[src/rtl/unstick_pkg.sv]
package unstick_pkg;

  typedef enum logic [2:0] {
    ST_IDLE,
    ST_HOLD,
    ST_CHECK,
    ST_LOW,
    ST_RELEASE,
    ST_FINISH
  } unstick_state_e;

endpackage

[src/rtl/unstick_sync.sv]
module unstick_sync #(
  parameter int LINES  = 2,
  parameter int STAGES = 2
) (
  input  logic             clk,
  input  logic             rst,
  input  logic [LINES-1:0] async_i,
  output logic [LINES-1:0] sync_o
);

  for (genvar ln = 0; ln < LINES; ln++) begin : g_line
    logic [STAGES-1:0] chain;
    always_ff @(posedge clk) begin
      if (rst) chain <= '1;
      else     chain <= {chain[STAGES-2:0], async_i[ln]};
    end
    assign sync_o[ln] = chain[STAGES-1];
  end

endmodule

[src/rtl/unstick_timer.sv]
module unstick_timer #(
  parameter int WIDTH = 8
) (
  input  logic             clk,
  input  logic             rst,
  input  logic             load_i,
  input  logic [WIDTH-1:0] load_val_i,
  output logic             zero_o
);

  logic [WIDTH-1:0] cnt;

  always_ff @(posedge clk) begin
    if (rst)             cnt <= '0;
    else if (load_i)     cnt <= load_val_i;
    else if (cnt != '0)  cnt <= cnt - 1'b1;
  end

  assign zero_o = (cnt == '0);

endmodule

[src/rtl/unstick_tries.sv]
module unstick_tries #(
  parameter int MAX_TRIES = 100,
  parameter int CW        = $clog2(MAX_TRIES + 1)
) (
  input  logic clk,
  input  logic rst,
  input  logic clear_i,
  input  logic incr_i,
  output logic limit_o
);

  logic [CW-1:0] used;

  always_ff @(posedge clk) begin
    if (rst || clear_i) used <= '0;
    else if (incr_i)    used <= used + 1'b1;
  end

  assign limit_o = (used >= CW'(MAX_TRIES));

endmodule

[src/rtl/bus_unstick_seq.sv]
module bus_unstick_seq
  import unstick_pkg::*;
#(
  parameter int PULSE_CYC   = 1250,
  parameter int SETTLE_CYC  = 1250,
  parameter int MAX_TRIES   = 100,
  parameter int SYNC_STAGES = 2
) (
  input  logic clk,
  input  logic rst,
  input  logic start_i,
  input  logic sda_in_i,
  input  logic scl_in_i,
  output logic scl_oe_o,
  output logic sda_oe_o,
  output logic ctrl_rst_o,
  output logic reinit_o,
  output logic done_o,
  output logic ok_o
);

  localparam int LONGEST = (PULSE_CYC > SETTLE_CYC) ? PULSE_CYC : SETTLE_CYC;
  localparam int TW      = $clog2(LONGEST + 1);

  unstick_state_e st, st_nxt;
  logic [1:0]     lines_sync;
  logic           bus_free;
  logic           tmr_load, tmr_zero;
  logic [TW-1:0]  tmr_val;
  logic           try_clear, try_incr, try_limit;

  unstick_sync #(.LINES(2), .STAGES(SYNC_STAGES)) u_sync (
    .clk     (clk),
    .rst     (rst),
    .async_i ({scl_in_i, sda_in_i}),
    .sync_o  (lines_sync)
  );

  assign bus_free = &lines_sync;

  unstick_timer #(.WIDTH(TW)) u_timer (
    .clk        (clk),
    .rst        (rst),
    .load_i     (tmr_load),
    .load_val_i (tmr_val),
    .zero_o     (tmr_zero)
  );

  unstick_tries #(.MAX_TRIES(MAX_TRIES)) u_tries (
    .clk     (clk),
    .rst     (rst),
    .clear_i (try_clear),
    .incr_i  (try_incr),
    .limit_o (try_limit)
  );

  always_comb begin
    st_nxt    = st;
    tmr_load  = 1'b0;
    tmr_val   = '0;
    try_clear = 1'b0;
    try_incr  = 1'b0;
    unique case (st)
      ST_IDLE: begin
        if (start_i) begin
          st_nxt    = ST_HOLD;
          tmr_load  = 1'b1;
          tmr_val   = TW'(SETTLE_CYC - 1);
          try_clear = 1'b1;
        end
      end
      ST_HOLD: begin
        if (tmr_zero) st_nxt = ST_CHECK;
      end
      ST_CHECK: begin
        if (bus_free || try_limit) begin
          st_nxt = ST_FINISH;
        end else begin
          st_nxt   = ST_LOW;
          tmr_load = 1'b1;
          tmr_val  = TW'(PULSE_CYC - 1);
          try_incr = 1'b1;
        end
      end
      ST_LOW: begin
        if (tmr_zero) begin
          st_nxt   = ST_RELEASE;
          tmr_load = 1'b1;
          tmr_val  = TW'(SETTLE_CYC - 1);
        end
      end
      ST_RELEASE: begin
        if (tmr_zero) st_nxt = ST_CHECK;
      end
      ST_FINISH: st_nxt = ST_IDLE;
      default:   st_nxt = ST_IDLE;
    endcase
  end

  always_ff @(posedge clk) begin
    if (rst) begin
      st         <= ST_IDLE;
      scl_oe_o   <= 1'b0;
      ctrl_rst_o <= 1'b0;
      reinit_o   <= 1'b0;
      done_o     <= 1'b0;
      ok_o       <= 1'b0;
    end else begin
      st         <= st_nxt;
      scl_oe_o   <= (st_nxt == ST_LOW);
      ctrl_rst_o <= (st_nxt == ST_HOLD) || (st_nxt == ST_CHECK) ||
                    (st_nxt == ST_LOW)  || (st_nxt == ST_RELEASE);
      reinit_o   <= (st_nxt == ST_FINISH);
      done_o     <= (st_nxt == ST_FINISH);
      if (st == ST_IDLE && start_i)
        ok_o <= 1'b0;
      else if (st == ST_CHECK && st_nxt == ST_FINISH)
        ok_o <= bus_free;
    end
  end

  assign sda_oe_o = 1'b0;

endmodule

[config.mk]
export PLATFORM = sky130hd
export DESIGN_NAME = bus_unstick_seq
export DESIGN_NICKNAME = d
export VERILOG_FILES = /design/src/rtl/unstick_pkg.sv /design/src/rtl/unstick_sync.sv /design/src/rtl/unstick_timer.sv /design/src/rtl/unstick_tries.sv /design/src/rtl/bus_unstick_seq.sv
export SDC_FILE = /design/constraint.sdc
export NUM_CORES = 1
export LEC_CHECK = 0
export ABC_AREA = 1
export BUFFER_PORTS_ARGS = -buffer_cell sky130_fd_sc_hd__buf_2
export CORE_ASPECT_RATIO = 1.2
export CORE_UTILIZATION = 59
export CTS_CLUSTER_DIAMETER = 100
export CTS_CLUSTER_SIZE = 25
export DETAILED_ROUTE_END_ITERATION = 10
export PLACE_DENSITY = 0.86
export SLEW_MARGIN = 20
export SYNTH_ARGS = -nofsm -noshare
export SYNTH_HDL_FRONTEND = slang
export SYNTH_SLANG_ARGS = --single-unit
[constraint.sdc]
create_clock -name clk -period 1.6 [get_ports clk]
set_input_delay 0.24 -clock clk [delete_from_list [all_inputs] [get_ports clk]]
set_output_delay 0.24 -clock clk [all_outputs]
set_load 0.03 [all_outputs]
==> results.ini, run 1 <==
[placed_design]
place_area_mm2 = 0.001648
dp_hpwl_mm = 2.127
dpl.cell_count = 240
place.gp.congestion = 0.8644
io_buffer_count = 9

[grt]
grt_pass1_wl_mm = 4.850
antenna_found_initial = 0
overflow = 0
grt_use_total_pct = 22.82
grt_max_degree = 15
grt_pass1_vias = 1186

[min_path]
min_to = u_sync.g_line[0].chain[0]$_SDFF_PP1_
hold_depth = 2
min_from = sda_in_i
min_path_type = in2reg

[logic_synthesis]
syn_area_per_cell_um2 = 7.903
async_flop_share_pct = 0
synth_edf_count = 0
synth_ff_type = dfxtp_1
syn_inst = 199
syn_area_mm2 = 0.001573
yosysWarnings = 0
synth_nets = 207
ys_ff_latch = 29
yosysUniqueCellTypes = 35
ys_seq_area_share_pct = 36.91

[sta]
finalSetupViolCount = 0
fin_crit_sh_pct = 92.35
setup_tns_ns = 0
rsz0062_at_grt = no
hold_ws_ns = 0.08095
skew_ns = 0.009753
drv_slew = 0
hold_violations = 0
layout_min_cycle_time_ns = 1.478
max_freq_ghz = 0.6768

[routing]
wirelength_mm = 2.851
wl_per_cell_um = 11.40
via_count = 1250
vias_per_cell = 5.000
drc = 0
dr.pass1.iters = 4
drt_iter0_drc = 26
antenna_left = 0

[die]
start_util_pct = 62.23
die_x_um = 49.13
fp.coreArea_mm2 = 0.002527
ioPinCount = 11
fp-row-count = 20
die_area_mm2 = 0.002877
die_h_um = 58.56

[finish]
antenna_cells = 0
nets = 224
nFillCells = 224
drive_gt1_share_pct = 29.95
syn2layout_area_growth_pct = 9.785
final_cells = 250
finalInstanceArea_mm2 = 0.001727

[setup_path]
crit_type = reg2reg
regToRegStartpoint = u_timer.cnt[1]$_SDFFE_PP0P_
crit_fanout = 6
critical_path_required_ns = 1.86
end_kind = flip-flop
rr_endpoint = u_timer.cnt[2]$_SDFFE_PP0P_
r2r_cells = 10
startpoint_type = flip-flop
arrival_ns = 1.74
rrSetupSlack_ns = 0.12

[power_and_ir_drop]
powerDensity_mw_per_mm2 = 1176
leakage_nw = 0.8001
peakVddDrop_mv = 0.7402
total_power_mw = 2.030

[cts]
cts_sinks = 29
cts-root-buf = clkbuf_4
holdBufCountCts = 0
clk_latency_ns = 0.34
cts_tree = yes
clk_pin_slew_worst_paths_ns = 0.09
cts_buffer_depth = 2
numCtsBuffers = 5
htree_levels = 2
cts_resized = 0

[job]
drv_cap = 0

[outcome]
status = completed

-- sequential cells by signal, indices dropped and copies added (netlist names) --
signal and flops:
u_sync.g_line.chain 4, ok_o 1, st 3, u_timer.cnt 11
u_tries.used 7, done_o 1, ctrl_rst_o 1, scl_oe_o 1
-- layout by cell type (no fill, tap or decap), types with 2 or more instances in the layout --
cell	n
clkinv_2	2
nand2_1	39
nor2_4	2
buf_4	5
xor2_1	4
nor3_2	2
nand3_2	4
o21ai_0	3
or2_2	4
nand3_1	9
nor2_1	24
inv_1	22
inv_2	5
nand2_2	3
nor3b_1	2
nor3_1	4
dfxtp_1	29
nor2_2	6
a21oi_2	6
a21oi_1	7
clkbuf_4	5
buf_2	9
ha_1	3
nand3_4	4
-- synthesized netlist by cell type (2+ instances only) --
master,number,area share (%)
nand2_1,39,9.3
dfxtp_1,29,37
nor2_1,24,5.7
inv_1,22,5.3
nand3_1,9,2.9
a21oi_1,7,2.2
a21oi_2,6,3.3
nor2_2,6,2.4
inv_2,5,1.2
nand3_2,4,2.5
nand3_4,4,4.5
nor3_1,4,1.3
or2_2,4,1.6
xor2_1,4,2.2
ha_1,3,2.4
nand2_2,3,1.2
o21ai_0,3,0.95
buf_4,2,0.95
buf_6,2,1.4
nor2_4,2,1.4
nor3_2,2,1.3
nor3b_1,2,0.95
-- power by group --
group	internal (mW)	switching [mW]	total (mW)
Sequential	0.802	0.0726	0.875
Combinational	0.287	0.444	0.731
Clock	0.167	0.258	0.425
-- final cells by class --
type | instances | area, um2 | share of cell area [%]
multi-input combinational | 136 | 834.6 | 48.33
sequential | 29 | 580.6 | 33.62
inverter | 29 | 116.4 | 6.739
timing repair buffer | 15 | 102.6 | 5.942
clock buffer | 6 | 41.29 | 2.391
tap | 33 | 41.29 | 2.391
clock inverter | 2 | 10.01 | 0.5797
-- through the flow --
| stage | utilization, % | setup slack, ns |
|---|---|---|
| after global routing | 68.32 | 0.03571 |
| after floorplan | - | 0.1561 |
| final | 68.32 | 0.1224 |
| after detailed placement | 65.20 | 0.1467 |
| after CTS | 67.23 | 0.1060 |
| after global placement | 65.20 | 0.1792 |
-- worst max path at each step --
stage | start | to | slack, ns
global route | u_timer.cnt[1]$_SDFFE_PP0P_ | u_timer.cnt[2]$_SDFFE_PP0P_ | 0.04
global placement | u_timer.cnt[0]$_SDFFE_PP0P_ | u_timer.cnt[2]$_SDFFE_PP0P_ | 0.18
floorplan | u_timer.cnt[0]$_SDFFE_PP0P_ | u_timer.cnt[3]$_SDFFE_PP0P_ | 0.16
detailed placement | u_timer.cnt[0]$_SDFFE_PP0P_ | u_timer.cnt[2]$_SDFFE_PP0P_ | 0.15
finish | u_timer.cnt[1]$_SDFFE_PP0P_ | u_timer.cnt[2]$_SDFFE_PP0P_ | 0.12
CTS | u_timer.cnt[1]$_SDFFE_PP0P_ | u_timer.cnt[2]$_SDFFE_PP0P_ | 0.11
-- critical path, stage by stage, from the launching register on --
cell     delay [ns]
dfxtp_1        0.37
inv_1          0.05
ha_1           0.18
buf_4          0.14
nand2_2        0.10
nor2_4         0.07
nand3_4        0.08
inv_4          0.05
nor2_8         0.17
nand2_4        0.09
nor3_2         0.10
-- logic make-up (layout without fill, tap and decap cells) --
family	after synthesis	in the layout	synth area share, %
adder cells (fa/ha/maj)	3	3	2.387
XOR/XNOR	6	6	3.819
AO/OA/AOI/OAI	19	19	8.194
buffers and inverters	34	52	10.02
AND/OR/NAND/NOR	107	107	38.43
flip-flops	29	29	36.91
other	1	1	0.2384
-- routing by layer --
metal	up-vias	GRT usage (%)	wire length (um)
met2	19	39.14	1519
met5	-	0	0
met4	0	15.97	79
met3	10	8.269	95
li1	650	-	-
met1	571	23.06	1157
-- timing repair --
item,CTS,global route
hold endpoints to repair,0,0
setup buffers,0,2
setup endpoints to repair,0,1
(Power assumes the default switching activity.)
==> inputs of run 2 (changes only) <==
--- a/config.mk
+++ b/config.mk
@@ -8,11 +8,12 @@
 export ABC_AREA = 1
 export BUFFER_PORTS_ARGS = -buffer_cell sky130_fd_sc_hd__buf_2
 export CORE_ASPECT_RATIO = 1.2
-export CORE_UTILIZATION = 59
+export CORE_MARGIN = 1
+export CORE_UTILIZATION = 63
 export CTS_CLUSTER_DIAMETER = 100
 export CTS_CLUSTER_SIZE = 25
 export DETAILED_ROUTE_END_ITERATION = 10
-export PLACE_DENSITY = 0.86
+export PLACE_DENSITY = 0.91
 export SLEW_MARGIN = 20
 export SYNTH_ARGS = -nofsm -noshare
 export SYNTH_HDL_FRONTEND = slang
==> constraint.sdc (replaced) <==
create_clock -name clk -period 1.9 [get_ports clk]
set_input_delay 0.285 -clock clk [delete_from_list [all_inputs] [get_ports clk]]
set_output_delay 0.285 -clock clk [all_outputs]
set_load 0.03 [all_outputs]
==> results.ini, run 2 (same netlist as run 1, synthesis figures left out) <==
[setup_path]
arrival_ns = 1.87
crit_type = reg2reg
regToRegStartpoint = u_timer.cnt[0]$_SDFFE_PP0P_
startpoint_type = flip-flop
critical_path_required_ns = 2.13
rrSetupSlack_ns = 0.26
r2r_cells = 9
rr_endpoint = ctrl_rst_o$_SDFF_PP0_
crit_fanout = 14
end_kind = flip-flop

[job]
drv_cap = 0

[finish]
syn2layout_area_growth_pct = 6.126
final_cell_mix = nand2_1, dfxtp_1, nor2_1, inv_1
largest_reg_flops = 11
final_common_cell = nand2_1
nets = 218
antenna_cells = 0
drive_gt1_share_pct = 28.44
largest_register = u_timer.cnt
nFillCells = 201
biggestRegsByFlops = u_timer.cnt x11, u_tries.used x7, u_sync.g_line.chain x4

[die]
die_area_mm2 = 0.002701
ioPinCount = 11
die_h_um = 56.74
start_util_pct = 67.51
fp.coreArea_mm2 = 0.002330
die_x_um = 47.61
fp-row-count = 19

[outcome]
status = completed

[sta]
layout_min_cycle_time_ns = 1.640
skew_ns = 0.009217
hold_violations = 0
rsz0062_at_grt = no
setup_tns_ns = 0
fin_crit_sh_pct = 86.32
hold_ws_ns = 0.1374
drv_slew = 0
max_freq_ghz = 0.6097
fin_ws_ns = 0.2599
finalSetupViolCount = 0

[grt]
grt_max_degree = 16
overflow = 0
antenna_found_initial = 0
grt_pass1_wl_mm = 4.754
grt_pass1_vias = 1204
grt_use_total_pct = 24.97

[routing]
antenna_left = 0
vias_per_cell = 5.128
drc = 0
via_count = 1241
drt_iter0_drc = 18
wl_per_cell_um = 11.63
wirelength_mm = 2.814
dr.pass1.iters = 4

[cts]
cts-root-buf = clkbuf_4
htree_levels = 2
cts_buffer_depth = 2
holdBufCountCts = 0
clk_latency_ns = 0.33
cts_sinks = 29
post-cts-setup-buffer-count = 0
clk_pin_slew_worst_paths_ns = 0.09
cts_tree = yes
numCtsBuffers = 5

[min_path]
min_from = scl_in_i
min_path_type = in2reg
hold_depth = 2
min_to = u_sync.g_line[1].chain[0]$_SDFF_PP1_

[power_and_ir_drop]
p_seq_share_pct = 44.3
clockPowerShare_pct = 20.8
powerDensity_mw_per_mm2 = 998.3
p_sw_mw = 0.6455
peakVddDrop_mv = 0.6841
total_power_mw = 1.666
p_int_mw = 1.021
p_sw_share_pct = 38.74
leakage_nw = 0.7645
share_comb_of_total_power_pct = 34.9

[placed_design]
dp_hpwl_mm = 2.163
dp_slack_ns = 0.2324
io_buffer_count = 9
place.gp.congestion = 0.8793

## run 2: metrics by stage
| step | cell area (um2) | util, % | instances |
|---|---|---|---|
| after floorplan | 1573 | - | 199 |
| after global placement | 1615 | 69.33 | 234 |
| after detailed placement | 1615 | 69.33 | 234 |
| after CTS | 1667 | 71.54 | 242 |
| after global routing | 1669 | 71.64 | 242 |
| final | 1669 | 71.64 | 242 |
## run 2: routing by layer
metal / share of wire, % / track usage [%] / routed length [um] / up-vias
met3: 3.0 / 7.074 / 84 / 8
met5: 0 / 0 / 0 / -
met1: 44 / 27.85 / 1230 / 575
met2: 50 / 40.31 / 1421 / 15
li1: - / - / - / 643
met4: 2.8 / 14.29 / 78 / 0
## run 2: repair_timing
action                     4_1_cts  5_1_grt
setup endpoints to repair        0        1
hold endpoints to repair         0        0
gates resized for setup          0        1
## run 2: layout make-up
| type | count | area (um2) | share of cell area, % |
|---|---|---|---|
| multi-input cells | 136 | 837.1 | 50.15 |
| flip-flops and latches | 29 | 580.6 | 34.78 |
| inverters | 29 | 116.4 | 6.972 |
| repair buffers | 9 | 45.04 | 2.699 |
| clock buffers | 6 | 41.29 | 2.474 |
| well taps | 31 | 38.79 | 2.324 |
| clock inverters | 2 | 10.01 | 0.5997 |
## run 2: worst max path at each step
stage | start | end | slack (ns) | cells after the start
floorplan | u_timer.cnt[0]$_SDFFE_PP0P_ | u_timer.cnt[3]$_SDFFE_PP0P_ | 0.46 | 8
global placement | u_timer.cnt[0]$_SDFFE_PP0P_ | ctrl_rst_o$_SDFF_PP0_ | 0.31 | 9
detailed placement | u_timer.cnt[0]$_SDFFE_PP0P_ | ctrl_rst_o$_SDFF_PP0_ | 0.23 | 9
CTS | u_timer.cnt[0]$_SDFFE_PP0P_ | ctrl_rst_o$_SDFF_PP0_ | 0.22 | 9
global route | u_timer.cnt[0]$_SDFFE_PP0P_ | st[2]$_SDFF_PP0_ | 0.04 | 9
finish | u_timer.cnt[0]$_SDFFE_PP0P_ | ctrl_rst_o$_SDFF_PP0_ | 0.26 | 9
## run 2: power by group through the flow
stage / Clock, mW / Sequential [mW] / Combinational (mW)
after global placement: 0 / 0.746 / 0.552
after detailed placement: 0 / 0.750 / 0.575
after CTS: 0.358 / 0.737 / 0.579
final: 0.346 / 0.739 / 0.581
after global routing: 0.383 / 0.744 / 0.659
after floorplan: 0 / 0.746 / 0.486
## run 2: worst max-delay path, stage by stage (launching register included)
cell     delay, ns
dfxtp_1       0.32
inv_1         0.16
ha_2          0.25
nand2_1       0.07
nor2_2        0.14
nand3_4       0.21
nand2_1       0.16
nand3_4       0.08
nor2_2        0.10
a21oi_2       0.05
